<file path="config.mk">
export PLATFORM = sky130hd
export DESIGN_NAME = obclamp_loop
export DESIGN_NICKNAME = d
export VERILOG_FILES = /design/src/rtl/obc_pkg.sv /design/src/rtl/obc_win_qual.sv /design/src/rtl/obc_reacq_ctrl.sv /design/src/rtl/obc_err_filter.sv /design/src/rtl/obc_corr_accum.sv /design/src/rtl/obclamp_loop.sv
export SDC_FILE = /design/constraint.sdc
export NUM_CORES = 1
export LEC_CHECK = 0
export BUFFER_PORTS_ARGS = -buffer_cell sky130_fd_sc_hd__buf_2
export CAP_MARGIN = 25
export CORE_UTILIZATION = 50
export DETAILED_ROUTE_END_ITERATION = 8
export PLACE_DENSITY = 0.72
export RECOVER_POWER = 50
export REMOVE_ABC_BUFFERS = 1
export SLEW_MARGIN = 0
export SYNTH_ARGS = -nofsm -noshare
export SYNTH_HDL_FRONTEND = slang
export SYNTH_SLANG_ARGS = --single-unit
</file>
<file path="constraint.sdc">
create_clock -name clk -period 5.8 [get_ports clk]
set_clock_uncertainty 0.2 [all_clocks]
set_input_delay 1.16 -clock clk [delete_from_list [all_inputs] [get_ports clk]]
set_output_delay 1.16 -clock clk [all_outputs]
set_load 0.02 [all_outputs]
</file>
<file path="src/rtl/obc_pkg.sv">
// Shared types for the dark-level servo.
package obc_pkg;
    // Loop step selection, ordered by increasing loop speed
    typedef enum logic [1:0] {
        STEP_NORM  = 2'd0,
        STEP_FAST  = 2'd1,
        STEP_REACQ = 2'd2
    } step_mode_e;
endpackage

</file>
<file path="src/rtl/obc_win_qual.sv">
// obc_win_qual: turns the raw clamp strobe into an active-high window flag.
// Assumes the strobe is already synchronous to the pixel clock.
module obc_win_qual #(
    parameter bit ACT_HIGH_ONLY = 1'b0   // 1: ignore pol input, strobe always active high
) (
    input  logic strobe,
    input  logic pol_high,
    output logic win_act
);
    generate
        if (ACT_HIGH_ONLY) begin : g_fixed
            // Fixed active-high qualification
            assign win_act = strobe;
        end else begin : g_prog
            // Programmable polarity: pol_high=1 means strobe high opens the window
            always_comb win_act = pol_high ? strobe : ~strobe;
        end
    endgenerate
endmodule

</file>
<file path="src/rtl/obc_reacq_ctrl.sv">
// obc_reacq_ctrl: watches the pre-gain setting and runs the re-acquire burst
// budget, which is counted in enabled window pixels. It also picks the loop
// step for the current pixel. Assumes gain_code is synchronous to clk.
module obc_reacq_ctrl
    import obc_pkg::*;
#(
    parameter int GAIN_W    = 3,
    parameter int REACQ_PIX = 32,
    localparam int CNT_W    = $clog2(REACQ_PIX + 1)
) (
    input  logic              clk,
    input  logic              rst_n,
    input  logic [GAIN_W-1:0] gain_code,
    input  logic              react_en,
    input  logic              upd_en,
    input  logic              fast_sel,
    output step_mode_e        step_mode,
    output logic [CNT_W-1:0]  reacq_left
);
    logic [GAIN_W-1:0] gain_prev;
    logic              gain_trig;

    // Gain-change detection; only meaningful when reaction is enabled
    always_comb gain_trig = react_en && (gain_code != gain_prev);

    // Track previous gain and count down the re-acquire budget
    always_ff @(posedge clk) begin
        if (!rst_n) begin
            gain_prev  <= gain_code;
            reacq_left <= '0;
        end else begin
            gain_prev <= gain_code;
            if (gain_trig)
                reacq_left <= CNT_W'(REACQ_PIX);
            else if (upd_en && (reacq_left != '0))
                reacq_left <= reacq_left - 1'b1;
        end
    end

    // Step choice: re-acquire beats fast, fast beats normal
    always_comb begin
        if (reacq_left != '0)
            step_mode = STEP_REACQ;
        else if (fast_sel)
            step_mode = STEP_FAST;
        else
            step_mode = STEP_NORM;
    end
endmodule

</file>
<file path="src/rtl/obc_err_filter.sv">
// obc_err_filter: forms the signed error between target and pixel code in
// accumulator units (1/2^FRAC_W LSB) and scales it by the step shift.
// Assumes FRAC_W >= TGT_FRAC_W.
module obc_err_filter
    import obc_pkg::*;
#(
    parameter int PIX_W      = 12,
    parameter int TGT_W      = 11,
    parameter int TGT_FRAC_W = 2,
    parameter int FRAC_W     = 4,
    parameter int SH_NORM    = 6,
    parameter int SH_FAST    = 3,
    parameter int SH_REACQ   = 1,
    localparam int TGT_INT_W = TGT_W - TGT_FRAC_W,
    localparam int MAG_W     = ((PIX_W > TGT_INT_W) ? PIX_W : TGT_INT_W) + FRAC_W,
    localparam int ERR_W     = MAG_W + 1
) (
    input  logic [PIX_W-1:0]        pix_code,
    input  logic [TGT_W-1:0]        target_lvl,
    input  step_mode_e              step_mode,
    output logic signed [ERR_W-1:0] delta
);
    logic signed [ERR_W-1:0] tgt_s;
    logic signed [ERR_W-1:0] pix_s;
    logic signed [ERR_W-1:0] err_s;

    // Bring target and code onto the same fractional grid
    always_comb begin
        tgt_s = $signed(ERR_W'(target_lvl)) <<< (FRAC_W - TGT_FRAC_W);
        pix_s = $signed(ERR_W'(pix_code)) <<< FRAC_W;
        err_s = tgt_s - pix_s;
    end

    // Loop gain: arithmetic right shift picked by step mode
    always_comb begin
        case (step_mode)
            STEP_REACQ: delta = err_s >>> SH_REACQ;
            STEP_FAST:  delta = err_s >>> SH_FAST;
            default:    delta = err_s >>> SH_NORM;
        endcase
    end
endmodule

</file>
<file path="src/rtl/obc_corr_accum.sv">
// obc_corr_accum: fractional correction accumulator with saturating add.
// Adds delta on each enabled window pixel and otherwise holds. Exposes the
// integer part. Assumes ERR_W <= ACC_W + 1.
module obc_corr_accum #(
    parameter int ACC_W  = 16,
    parameter int CORR_W = 12,
    parameter int ERR_W  = 17,
    localparam int SUM_W = ((ACC_W > ERR_W) ? ACC_W : ERR_W) + 1
) (
    input  logic                    clk,
    input  logic                    rst_n,
    input  logic                    upd_en,
    input  logic signed [ERR_W-1:0] delta,
    output logic [CORR_W-1:0]       corr_int
);
    localparam logic signed [SUM_W-1:0] SAT_HI = SUM_W'((64'sd1 <<< (ACC_W - 1)) - 1);
    localparam logic signed [SUM_W-1:0] SAT_LO = -SAT_HI - 1;

    logic signed [ACC_W-1:0] acc;
    logic signed [SUM_W-1:0] sum;
    logic signed [ACC_W-1:0] acc_nxt;

    // Widened sum and clamp to the accumulator range
    always_comb begin
        sum = SUM_W'(acc) + SUM_W'(delta);
        if (sum > SAT_HI)
            acc_nxt = SAT_HI[ACC_W-1:0];
        else if (sum < SAT_LO)
            acc_nxt = SAT_LO[ACC_W-1:0];
        else
            acc_nxt = sum[ACC_W-1:0];
    end

    // Accumulator register: clear on reset, update on window pixels only
    always_ff @(posedge clk) begin
        if (!rst_n)
            acc <= '0;
        else if (upd_en)
            acc <= acc_nxt;
    end

    // Integer part of the correction
    assign corr_int = acc[ACC_W-1 -: CORR_W];
endmodule

</file>
<file path="src/rtl/obclamp_loop.sv">
// obclamp_loop: digital dark-level servo. It compares window pixels with a
// quarter-LSB target and integrates the scaled error into a saturating
// signed correction. When disabled, it outputs the target as a static offset.
// Assumes one pixel per clock and synchronous control inputs.
module obclamp_loop
    import obc_pkg::*;
#(
    parameter int PIX_W      = 12,
    parameter int TGT_W      = 11,
    parameter int TGT_FRAC_W = 2,
    parameter int CORR_W     = 12,
    parameter int FRAC_W     = 4,
    parameter int GAIN_W     = 3,
    parameter int REACQ_PIX  = 32,
    parameter int SH_NORM    = 6,
    parameter int SH_FAST    = 3,
    parameter int SH_REACQ   = 1
) (
    input  logic              clk,
    input  logic              rst_n,
    input  logic [PIX_W-1:0]  pix_code,
    input  logic              win_strobe,
    input  logic              cfg_win_pol,
    input  logic              cfg_enable,
    input  logic              cfg_fast,
    input  logic              cfg_gain_react,
    input  logic [GAIN_W-1:0] gain_code,
    input  logic [TGT_W-1:0]  target_lvl,
    output logic [CORR_W-1:0] corr_out
);
    localparam int ACC_W     = CORR_W + FRAC_W;
    localparam int TGT_INT_W = TGT_W - TGT_FRAC_W;
    localparam int MAG_W     = ((PIX_W > TGT_INT_W) ? PIX_W : TGT_INT_W) + FRAC_W;
    localparam int ERR_W     = MAG_W + 1;
    localparam int CNT_W     = $clog2(REACQ_PIX + 1);

    logic                    win_act;
    logic                    upd_en;
    step_mode_e              step_mode;
    logic [CNT_W-1:0]        reacq_left;
    logic signed [ERR_W-1:0] delta;
    logic [CORR_W-1:0]       acc_corr;
    logic [CORR_W-1:0]       static_ofs;

    obc_win_qual #(.ACT_HIGH_ONLY(1'b0)) win_i (
        .strobe   (win_strobe),
        .pol_high (cfg_win_pol),
        .win_act  (win_act)
    );

    // A pixel feeds the loop only inside the window with the loop running
    assign upd_en = cfg_enable && win_act;

    obc_reacq_ctrl #(.GAIN_W(GAIN_W), .REACQ_PIX(REACQ_PIX)) reacq_i (
        .clk        (clk),
        .rst_n      (rst_n),
        .gain_code  (gain_code),
        .react_en   (cfg_gain_react),
        .upd_en     (upd_en),
        .fast_sel   (cfg_fast),
        .step_mode  (step_mode),
        .reacq_left (reacq_left)
    );

    obc_err_filter #(
        .PIX_W(PIX_W), .TGT_W(TGT_W), .TGT_FRAC_W(TGT_FRAC_W), .FRAC_W(FRAC_W),
        .SH_NORM(SH_NORM), .SH_FAST(SH_FAST), .SH_REACQ(SH_REACQ)
    ) filt_i (
        .pix_code   (pix_code),
        .target_lvl (target_lvl),
        .step_mode  (step_mode),
        .delta      (delta)
    );

    obc_corr_accum #(.ACC_W(ACC_W), .CORR_W(CORR_W), .ERR_W(ERR_W)) acc_i (
        .clk      (clk),
        .rst_n    (rst_n),
        .upd_en   (upd_en),
        .delta    (delta),
        .corr_int (acc_corr)
    );

    // Static offset in whole LSB when the servo is off
    assign static_ofs = CORR_W'(target_lvl >> TGT_FRAC_W);

    // Output select between servo result and static offset
    always_comb corr_out = cfg_enable ? acc_corr : static_ofs;
endmodule

</file>
==> metrics, run 1 <==
crit-path max FO 15; Die Ht approximately 78 µm; Worst-path clk slew approximately 0.10 ns; status completed; Max Root-Sink Buffers 2; Mapped Cells ~360; DRC 0; cell family with most CP delay compound AO/OA/AOI/OAI gates; Crit path required time 5.75 ns; total track usage 0.2295; synthesized flop and latch total 25; Arrival @ worst endpoint a little over 5 ns; Die Area 6040 µm²; Async S/R FF share, synth 0; H-tree Lvls 1; wire per inst 14.21 µm; synth warn 0; Max Cap Viol 0; Pwr Density about 320 nW/µm²; drt first pass iters 4; pin count of the biggest net entering global routing 23; Layout area overhead 9.472%; Yosys cell types 63; register area share after synthesis 0.1746; Final Hold Viols 0; dpl hpwl about 5100 µm; utilization after layout 0.5699; most frequent cells in the layout 37 x o21ai_0, 34 x buf_2, 31 x nor2_1, 27 x ha_1, 25 x dfxtp_1; IO Port Bufs 44; post-route ant nets 0; startpoint types input port; gp weighted congestion about 0.96; initial antenna violation count 0; Root Buffer clkbuf_8; hold_buf cts 0; commonest non-fill, non-tap cell in the layout o21ai_0; class of the worst hold path reg -> reg; Tmin final between 5 and 6 ns; FF-to-FF setup slack around 1.7 ns; DRT iter0 DRCs roughly 120; vias in the first global route about 2500; vias per inst roughly 5.7; clock buffers created by TritonCTS 3; Die X a little under 80 µm; Rel. slew slack 0.4604; EDFF count, synth 0; I/O pin count 45; Sink Count 25; clock insertion delay at the later pin of the skew report between 0.2 and 0.3 ns; Detailed Route WL 6522 µm; Worst path max stage delay roughly 0.51 ns; worst r2r src reacq_i.reacq_left[2]; CTS tree built; Worst Path Buf+Inv 2; crit share post-route 0.9034; WS Path Type in -> reg; # rows 27; Netlist Area Pre-Place roughly 2900 µm²; core area ~5500 µm²; Ant. Diodes 0; worst vdd rail ir drop 0.0001514 V; crit path cell chain buf_2 -> inv_1 -> ha_1 -> fa_1 -> nor2b_1 -> o21a_1 -> o21ai_0 -> nand2_1 -> a221o_1 -> o211a_1 -> a21oi_1 -> ha_1 -> o211a_1 -> a2111oi_2 -> o31a_4 -> a21oi_4 -> xnor2_4 -> maj3_2 -> a21oi_2; fill count between 400 and 500; layout net count 450; max-slew violations 0; post-CTS setup buffers 0; syn avg cell area approximately 8.1 µm²; crit path from target_lvl[2]; min-delay src reacq_i.reacq_left[1]; Critical-path top delay cell a2111oi_2; Leak 1.369 nW; Top FF cell, synth dfxtp_1; layout cells sized above 1 0.2016; Hold Slack between 0.3 and 0.4 ns; vias 2610; effective utilization at floorplan 0.5206; Worst Max-Slew Pin Slew about 0.81 ns; type of destination of the critical path flip-flop; grt total ovfl 0; RSZ-0062 raised after global routing no; setup TNS 0 ns; first-pass GRT wire length 11230 µm; post-cts resize count 0; final setup vio count 0; Max Fclk 0.1909 GHz
==> flip-flops by register name (all words and copies together), names as in the netlist <==
name / flops
reacq_i.reacq_left: 6
acc_i.acc: 16
reacq_i.gain_prev: 3
==> where the power goes <==
part / total [mW] / internal (mW) / switching (mW)
sequential: 0.207 / 0.192 / 0.0157
combinational: 0.694 / 0.308 / 0.386
clock: 0.112 / 0.0489 / 0.0635
total: 1.01 / 0.548 / 0.465
==> area by class of cell <==
cell class | instances | area (µm²) | area share
flip-flops and latches | 25 | 500.5 | 0.1595
clock buffers | 3 | 41.29 | 0.01316
repair buffers | 46 | 242.7 | 0.07735
inverters | 19 | 71.32 | 0.02273
clock inverters | 1 | 7.507 | 0.002392
well taps | 72 | 90.09 | 0.02871
multi-input cells | 293 | 2185 | 0.6962
==> path summary, 6_finish.rpt <==
kind / end / cells after the start
worst max register to register: acc_i.acc[13] / 11
worst min-delay path: reacq_i.reacq_left[1] / 2
worst min register to register: reacq_i.reacq_left[1] / 2
worst max-delay path: acc_i.acc[13] / 19
==> synthesized netlist by cell type, drive strengths merged (2+ instances only) <==
master | count | area, µm²
a21oi | 35 | 224.0
nand3 | 2 | 10.01
dlygate4sd3 | 2 | 20.02
buf | 4 | 37.53
o21a | 5 | 37.54
a2111oi | 3 | 32.53
a211oi | 3 | 22.52
o211a | 2 | 20.02
inv | 19 | 71.32
xnor2 | 13 | 132.6
nand2b | 2 | 12.51
a21o | 6 | 45.04
clkbuf | 13 | 52.55
ha | 27 | 337.8
a22oi | 4 | 35.03
mux2 | 9 | 101.4
o21ai | 39 | 195.2
o22ai | 3 | 18.77
and2 | 5 | 31.28
o21ba | 2 | 20.02
nor2b | 4 | 25.02
nand4 | 2 | 12.51
a211o | 3 | 26.28
xor2 | 18 | 157.7
nor3 | 6 | 30.03
o31ai | 2 | 15.01
a31oi | 4 | 25.02
mux2i | 4 | 40.04
dfxtp | 25 | 500.5
fa | 2 | 40.04
maj3 | 15 | 162.7
nor2 | 31 | 116.4
nand2 | 21 | 78.83
==> kinds of logic (layout without fill, tap and decap cells) <==
| group | after synthesis | count (layout) | synth area share |
|---|---|---|---|
| flip-flops | 25 | 25 | 0.1746 |
| buffers and inverters | 38 | 69 | 0.06329 |
| adder cells (fa/ha/maj) | 44 | 44 | 0.1886 |
| multiplexers | 13 | 13 | 0.04932 |
| AO/OA/AOI/OAI | 122 | 122 | 0.2859 |
| XOR/XNOR | 31 | 31 | 0.1013 |
| AND/OR/NAND/NOR | 83 | 83 | 0.1371 |
==> routing by layer <==
layer / track usage / vias up / share of wire
li1: - / 1350 / -
met1: 0.3195 / 1187 / 0.50
met2: 0.3814 / 68 / 0.46
met3: 0.01529 / 5 / 0.036
met4: 0.06038 / 0 / 0.0089
met5: 0 / - / 0
==> metrics by stage <==
step / cells / total power [mW] / setup slack, ns / instance area, µm²
2_1_floorplan: 337 / 0.7595 / 0.7912 / 2756
3_3_place_gp: 454 / 0.8870 / 0.3408 / 3074
3_5_place_dp: 455 / 0.8981 / 0.2617 / 3102
4_1_cts: 459 / 1.012 / 0.5679 / 3151
5_1_grt: 459 / 1.097 / 0.2664 / 3138
6_report: 459 / 1.013 / 0.5605 / 3138
==> worst min-delay path, cell delays in order (launching register included) <==
cell and delay, ns:
dfxtp_1 0.33, nor2_1 0.10, a211oi_1 0.05
Note: power is estimated with default switching activity, not from simulation.
==> run 2: changes to the inputs <==
- CORE_ASPECT_RATIO: unset -> 0.6
- SKIP_CTS_REPAIR_TIMING: unset -> 1
==> run 2 against run 1 <==
  * Via count rose by 2.3%
  * Power rose by 2.4%
  * Cell area about the same
  * Clock power about the same
  * Maximum frequency down 2.9%
  * Critical endpoint is now acc_i.acc[14]
  * Largest cell class unchanged
  * Highest routed layer unchanged
==> metrics, run 2 (synthesized netlist as in run 1, its figures left out) <==
status completed; vias in the first global route 2349 (-4.8%); max-slew violations 0 (unchanged); IO Port Bufs 44 (unchanged); post-route ant nets 0 (unchanged); worst slack at placement 0.1720 ns (-0.08971 ns); Die Area 6050 µm² (+0.17%); wire per inst 15.51 µm (+9.2%); commonest non-fill, non-tap cell in the layout o21ai_0; clock insertion delay at the later pin of the skew report 0.28 ns (about the same); # rows 20 (-26%); max reg flops 16 (unchanged); Max Root-Sink Buffers 2 (unchanged); FF-to-FF path depth 11 (unchanged); class of the worst hold path reg -> reg; top flop regs acc_i.acc: 16 flops, reacq_i.reacq_left: 6 flops, reacq_i.gain_prev: 3 flops; Tmin final 5.395 ns (+0.1553 ns); effective utilization at floorplan 0.5429 (+0.02233); worst vdd rail ir drop 0.0001652 V (+9.1%); Die Ht 60.65 µm (-22%); gp weighted congestion 0.8737 (-9.1%); total track usage 0.2460 (+0.01648); WS Path Type in -> reg; startpoint types input port; Crit path required time 5.74 ns (about the same); CTS tree built; I/O pin count 45 (unchanged); crit path cell chain buf_2 -> inv_1 -> ha_1 -> fa_1 -> nor2b_1 -> o21a_1 -> o21ai_0 -> nand2_1 -> a221o_1 -> o211a_1 -> a21oi_1 -> ha_1 -> o211a_1 -> a2111oi_2 -> o31a_4 -> a21oi_4 -> xnor2_4 -> maj3_2 -> a21oi_2; R2R Path End acc_i.acc[14]; Die X 99.75 µm (+28%); Sink Count 25 (unchanged); FF-to-FF setup slack 1.52 ns (-0.13 ns); type of destination of the critical path flip-flop; Root Buffer clkbuf_8; Worst-path clk slew 0.09 ns (about the same); Max Fclk 0.1854 GHz (-2.9%); DRC 0 (unchanged); Layout area overhead 9.559% (about the same); PnR worst setup slack 0.4051 ns (-0.1553 ns); Ant. Diodes 0 (unchanged); final setup vio count 0 (unchanged); Rel. slew slack 0.4148 (-0.04560); pin count of the biggest net entering global routing 20 (-13%); Arrival @ worst endpoint 5.33 ns (+0.14 ns); dpl hpwl 5686 µm (+11%); layout cells sized above 1 0.2062 (+0.004635); Max Cap Viol 0 (unchanged); first-pass GRT wire length 11490 µm (+2.3%); overall power 1.038 mW (+2.4%); crit-path max FO 15 (unchanged); layout net count 451 (+0.22%); DRT iter0 DRCs 116 (-4.1%); RSZ-0062 raised after global routing no; Leak 1.371 nW (+0.19%); grt total ovfl 0 (unchanged); Final Hold Viols 0 (unchanged); Biggest register acc_i.acc; Detailed Route WL 7214 µm (+11%); final instance area 3141 µm² (about the same); min-delay src acc_i.acc[15]; worst r2r src reacq_i.reacq_left[2]; Worst Hold Depth 2 (unchanged); Pwr Density 330.5 nW/µm² (+2.3%); setup TNS 0 ns (unchanged); Worst Max-Slew Pin Slew 0.8772 ns (+0.06791 ns); initial antenna violation count 0 (unchanged); clock buffers created by TritonCTS 3 (unchanged); vias per inst 5.744 (+1.0%); vias 2671 (+2.3%); dpl cell area 3103 µm² (about the same); most frequent cells in the layout 37 x o21ai_0, 35 x buf_2, 31 x nor2_1, 27 x ha_1, 25 x dfxtp_1; Worst path max stage delay 0.52 ns (about the same); Hold Path End acc_i.acc[15]; H-tree Lvls 1 (unchanged); Critical-path top delay cell a2111oi_2; crit share post-route 0.9301 (+0.02678); core area 5280 µm² (-4.1%); drt first pass iters 4 (unchanged)
run 2: cell count changes in the layout (fill, tap and decap cells not counted), sizes merged:
cell / previous run / this run
buf: 36 / 38
clkbuf: 13 / 12
run 2: through the flow:
step / hold WS (ns) / utilization / cells
after global routing: 0.3476 / 0.5948 / 465
after floorplan: 0.2853 / - / 337
after detailed placement: 0.3131 / 0.5877 / 461
final: 0.3252 / 0.5948 / 465
after CTS: 0.3278 / 0.5969 / 465
after global placement: 0.2989 / 0.5848 / 460
run 2: cell type report:
class | instances | area [µm²]
Sequential cell | 25 | 500.5
Tap cell | 77 | 96.34
Clock inverter | 1 | 7.507
Timing Repair Buffer | 47 | 239.0
Clock buffer | 3 | 41.29
Inverter | 19 | 71.32
Multi-Input combinational cell | 293 | 2185
Fill cell | 486 | 2140
run 2: how the worst max path moves through the flow:
stage             startpoint       endpoint  cells past startpoint
3_5_place_dp   target_lvl[2]   acc_i.acc[6]                     19
3_3_place_gp   target_lvl[2]  acc_i.acc[11]                     19
5_1_grt        target_lvl[2]   acc_i.acc[0]                     19
6_report       target_lvl[2]  acc_i.acc[14]                     19
4_1_cts        target_lvl[2]  acc_i.acc[14]                     19
2_1_floorplan    pix_code[2]  acc_i.acc[10]                     17
run 2: worst max-delay path, delay by kind of cell:
kind	cells	cell delay, ns
AOI/OAI and AO/OA	10	2.33
buffers and inverters	2	0.15
xor gates and xnor gates	1	0.47
adders and majority gates	4	1.05
and+or+nand+nor	2	0.15
run 2: report_power, final:
part	internal [mW]	total (mW)	switching [mW]
clock	0.0489	0.113	0.0637
combinational	0.312	0.719	0.407
sequential	0.192	0.207	0.0152
total	0.552	1.04	0.486
run 2: layer usage:
layer,GRT usage,wire length [µm],vias up
met5,0,0,-
met4,0.04622,68,0
met3,0.04608,467,11
met2,0.3734,2856,79
met1,0.3657,3823,1233
li1,-,-,1348
==> run 3: changes to the inputs <==
- CTS_BUF_LIST: unset -> sky130_fd_sc_hd__clkbuf_16
==> run 3 against run 2 <==
  * Non-clock buffer count unchanged
  * Sequential power about the same
  * Largest power group unchanged
  * Critical path depth unchanged
==> metrics, run 3 (synthesized netlist as in run 1, its figures left out) <==
status completed; startpoint types input port; power share of the clock group 0.150 (+0.042); top flop regs acc_i.acc: 16 flops, reacq_i.reacq_left: 6 flops, reacq_i.gain_prev: 3 flops; FF-to-FF setup slack 1.53 ns (about the same); R2R Path End acc_i.acc[14]; DRC 0 (unchanged); WS Path Type in -> reg; Int Pwr 597.5 µW (+8.2%); Max Fclk 0.1852 GHz (about the same); H-tree Lvls 1 (unchanged); Seq pwr share 0.190 (-0.009); most frequent cells in the layout 37 x o21ai_0, 35 x buf_2, 31 x nor2_1, 27 x ha_1, 25 x dfxtp_1; crit share post-route 0.9310 (about the same); effective utilization at floorplan 0.5429 (unchanged); setup TNS 0 ns (unchanged); max-slew violations 0 (unchanged); Arrival @ worst endpoint 5.32 ns (about the same); CTS tree built; Sw Share 0.4514 (-0.01643); drt first pass iters 4 (unchanged); Max Root-Sink Buffers 2 (unchanged); gp weighted congestion 0.8737 (unchanged); Detailed Route WL 7197 µm (-0.24%); vias in the first global route 2357 (+0.34%); Worst Max-Slew Pin Slew 0.8792 ns (+0.001960 ns); Worst path max stage delay 0.52 ns (about the same); Critical-path top delay cell a2111oi_2; max reg flops 16 (unchanged); multi-input logic area 2185 µm² (unchanged); Hold Path End acc_i.acc[15]; Die Area 6050 µm² (unchanged); Die X 99.75 µm (unchanged); total track usage 0.2480 (+0.002041); FF-to-FF path depth 11 (unchanged); core area 5280 µm² (unchanged); vias 2671 (unchanged); first-pass GRT wire length 11540 µm (+0.48%); FF+latch area 500.5 µm² (unchanged); Worst-path clk slew 0.07 ns (-0.02 ns); utilization after layout 0.6012 (+0.006398); IO Port Bufs 44 (unchanged); Hold Slack 0.3213 ns (-0.003830 ns); Sink Count 25 (unchanged); Pwr Density 343.1 nW/µm² (+3.8%); Rel. slew slack 0.4135 (-0.001307); type of destination of the critical path flip-flop; Root Buffer clkbuf_16; DRT iter0 DRCs 105 (-9.5%); worst vdd rail ir drop 0.0001654 V (+0.14%); Worst Path Buf+Inv 2 (unchanged); layout cells sized above 1 0.2062 (unchanged); Worst Hold Depth 2 (unchanged); post-route ant nets 0 (unchanged); Leak 1.387 nW (+1.1%); cell family with most CP delay compound AO/OA/AOI/OAI gates; fill count 483 (-0.62%); final setup vio count 0 (unchanged); Max Cap Viol 0 (unchanged); worst r2r src reacq_i.reacq_left[2]; Tmin final 5.400 ns (+0.004771 ns); grt total ovfl 0 (unchanged); # rows 20 (unchanged); crit-path max FO 15 (unchanged); crit path cell chain buf_2 -> inv_1 -> ha_1 -> fa_1 -> nor2b_1 -> o21a_1 -> o21ai_0 -> nand2_1 -> a221o_1 -> o211a_1 -> a21oi_1 -> ha_1 -> o211a_1 -> a2111oi_2 -> o31a_4 -> a21oi_4 -> xnor2_4 -> maj3_2 -> a21oi_2; Biggest register acc_i.acc; clock insertion delay at the later pin of the skew report 0.27 ns (about the same); layout net count 451 (unchanged); min-delay src acc_i.acc[15]; Crit path required time 5.72 ns (-0.02 ns); clock buffers created by TritonCTS 3 (unchanged); pin count of the biggest net entering global routing 20 (unchanged); class of the worst hold path reg -> reg; Layout area overhead 10.74%; Sw Pwr 491.6 µW (+1.2%); Final Hold Viols 0 (unchanged); commonest non-fill, non-tap cell in the layout o21ai_0; vias per inst 5.744 (unchanged); Die Ht 60.65 µm (unchanged); Ant. Diodes 0 (unchanged); Comb power frac 0.660 (-0.032); I/O pin count 45 (unchanged); dpl hpwl 5686 µm (unchanged); RSZ-0062 raised after global routing no; initial antenna violation count 0 (unchanged); wire per inst 15.48 µm (-0.24%)
run 3: cell counts in the layout (fill, tap and decap cells not counted):
Identical to the previous run, type by type.
run 3: how the worst max path moves through the flow:
stage	startpoint	end	slack (ns)	depth (start not counted)
floorplan	pix_code[2]	acc_i.acc[10]	0.79	17
global placement	target_lvl[2]	acc_i.acc[11]	0.32	19
detailed placement	target_lvl[2]	acc_i.acc[6]	0.17	19
CTS	target_lvl[2]	acc_i.acc[14]	0.43	19
global route	target_lvl[2]	acc_i.acc[0]	0.10	19
finish	target_lvl[2]	acc_i.acc[14]	0.40	19
run 3: layer usage:
layer | routed length, µm | global-route usage
met5 | 0 | 0
met4 | 68 | 0.04622
met3 | 488 | 0.05184
met2 | 2853 | 0.3764
met1 | 3787 | 0.3657
run 3: through the flow:
stage	std cells	setup WS [ns]	power [mW]	cell area, µm²
2_1_floorplan	337	0.7912	0.7595	2756
6_report	465	0.4004	1.089	3174
3_5_place_dp	461	0.1720	0.9148	3103
3_3_place_gp	460	0.3223	0.8985	3088
4_1_cts	465	0.4337	1.081	3186
5_1_grt	465	0.1008	1.167	3174
run 3: final cells by class:
| cell class | instances | share of cell area |
|---|---|---|
| clock inverters | 1 | 0.002365 |
| repair buffers | 47 | 0.07529 |
| well taps | 77 | 0.03035 |
| flip-flops and latches | 25 | 0.1577 |
| clock buffers | 3 | 0.02365 |
| multi-input cells | 293 | 0.6882 |
| inverters | 19 | 0.02247 |
run 3: power by group through the flow:
| stage | clock network (mW) | registers, mW | logic (mW) |
|---|---|---|---|
| 5_1_grt | 0.173 | 0.209 | 0.785 |
| 3_5_place_dp | 0 | 0.210 | 0.704 |
| 3_3_place_gp | 0 | 0.210 | 0.689 |
| 4_1_cts | 0.165 | 0.206 | 0.710 |
| 6_report | 0.163 | 0.207 | 0.719 |
| 2_1_floorplan | 0 | 0.206 | 0.554 |
run 3: worst reg2reg max path, cell delays in order, from the launching register on:
cell	delay (ns)
dfxtp_1	0.36
nor3_1	0.32
and3b_1	0.61
mux2_2	0.42
ha_1	0.30
a211o_1	0.34
a2111oi_2	0.46
o31a_4	0.22
a21oi_4	0.07
xnor2_4	0.46
maj3_2	0.31
a21oi_2	0.05
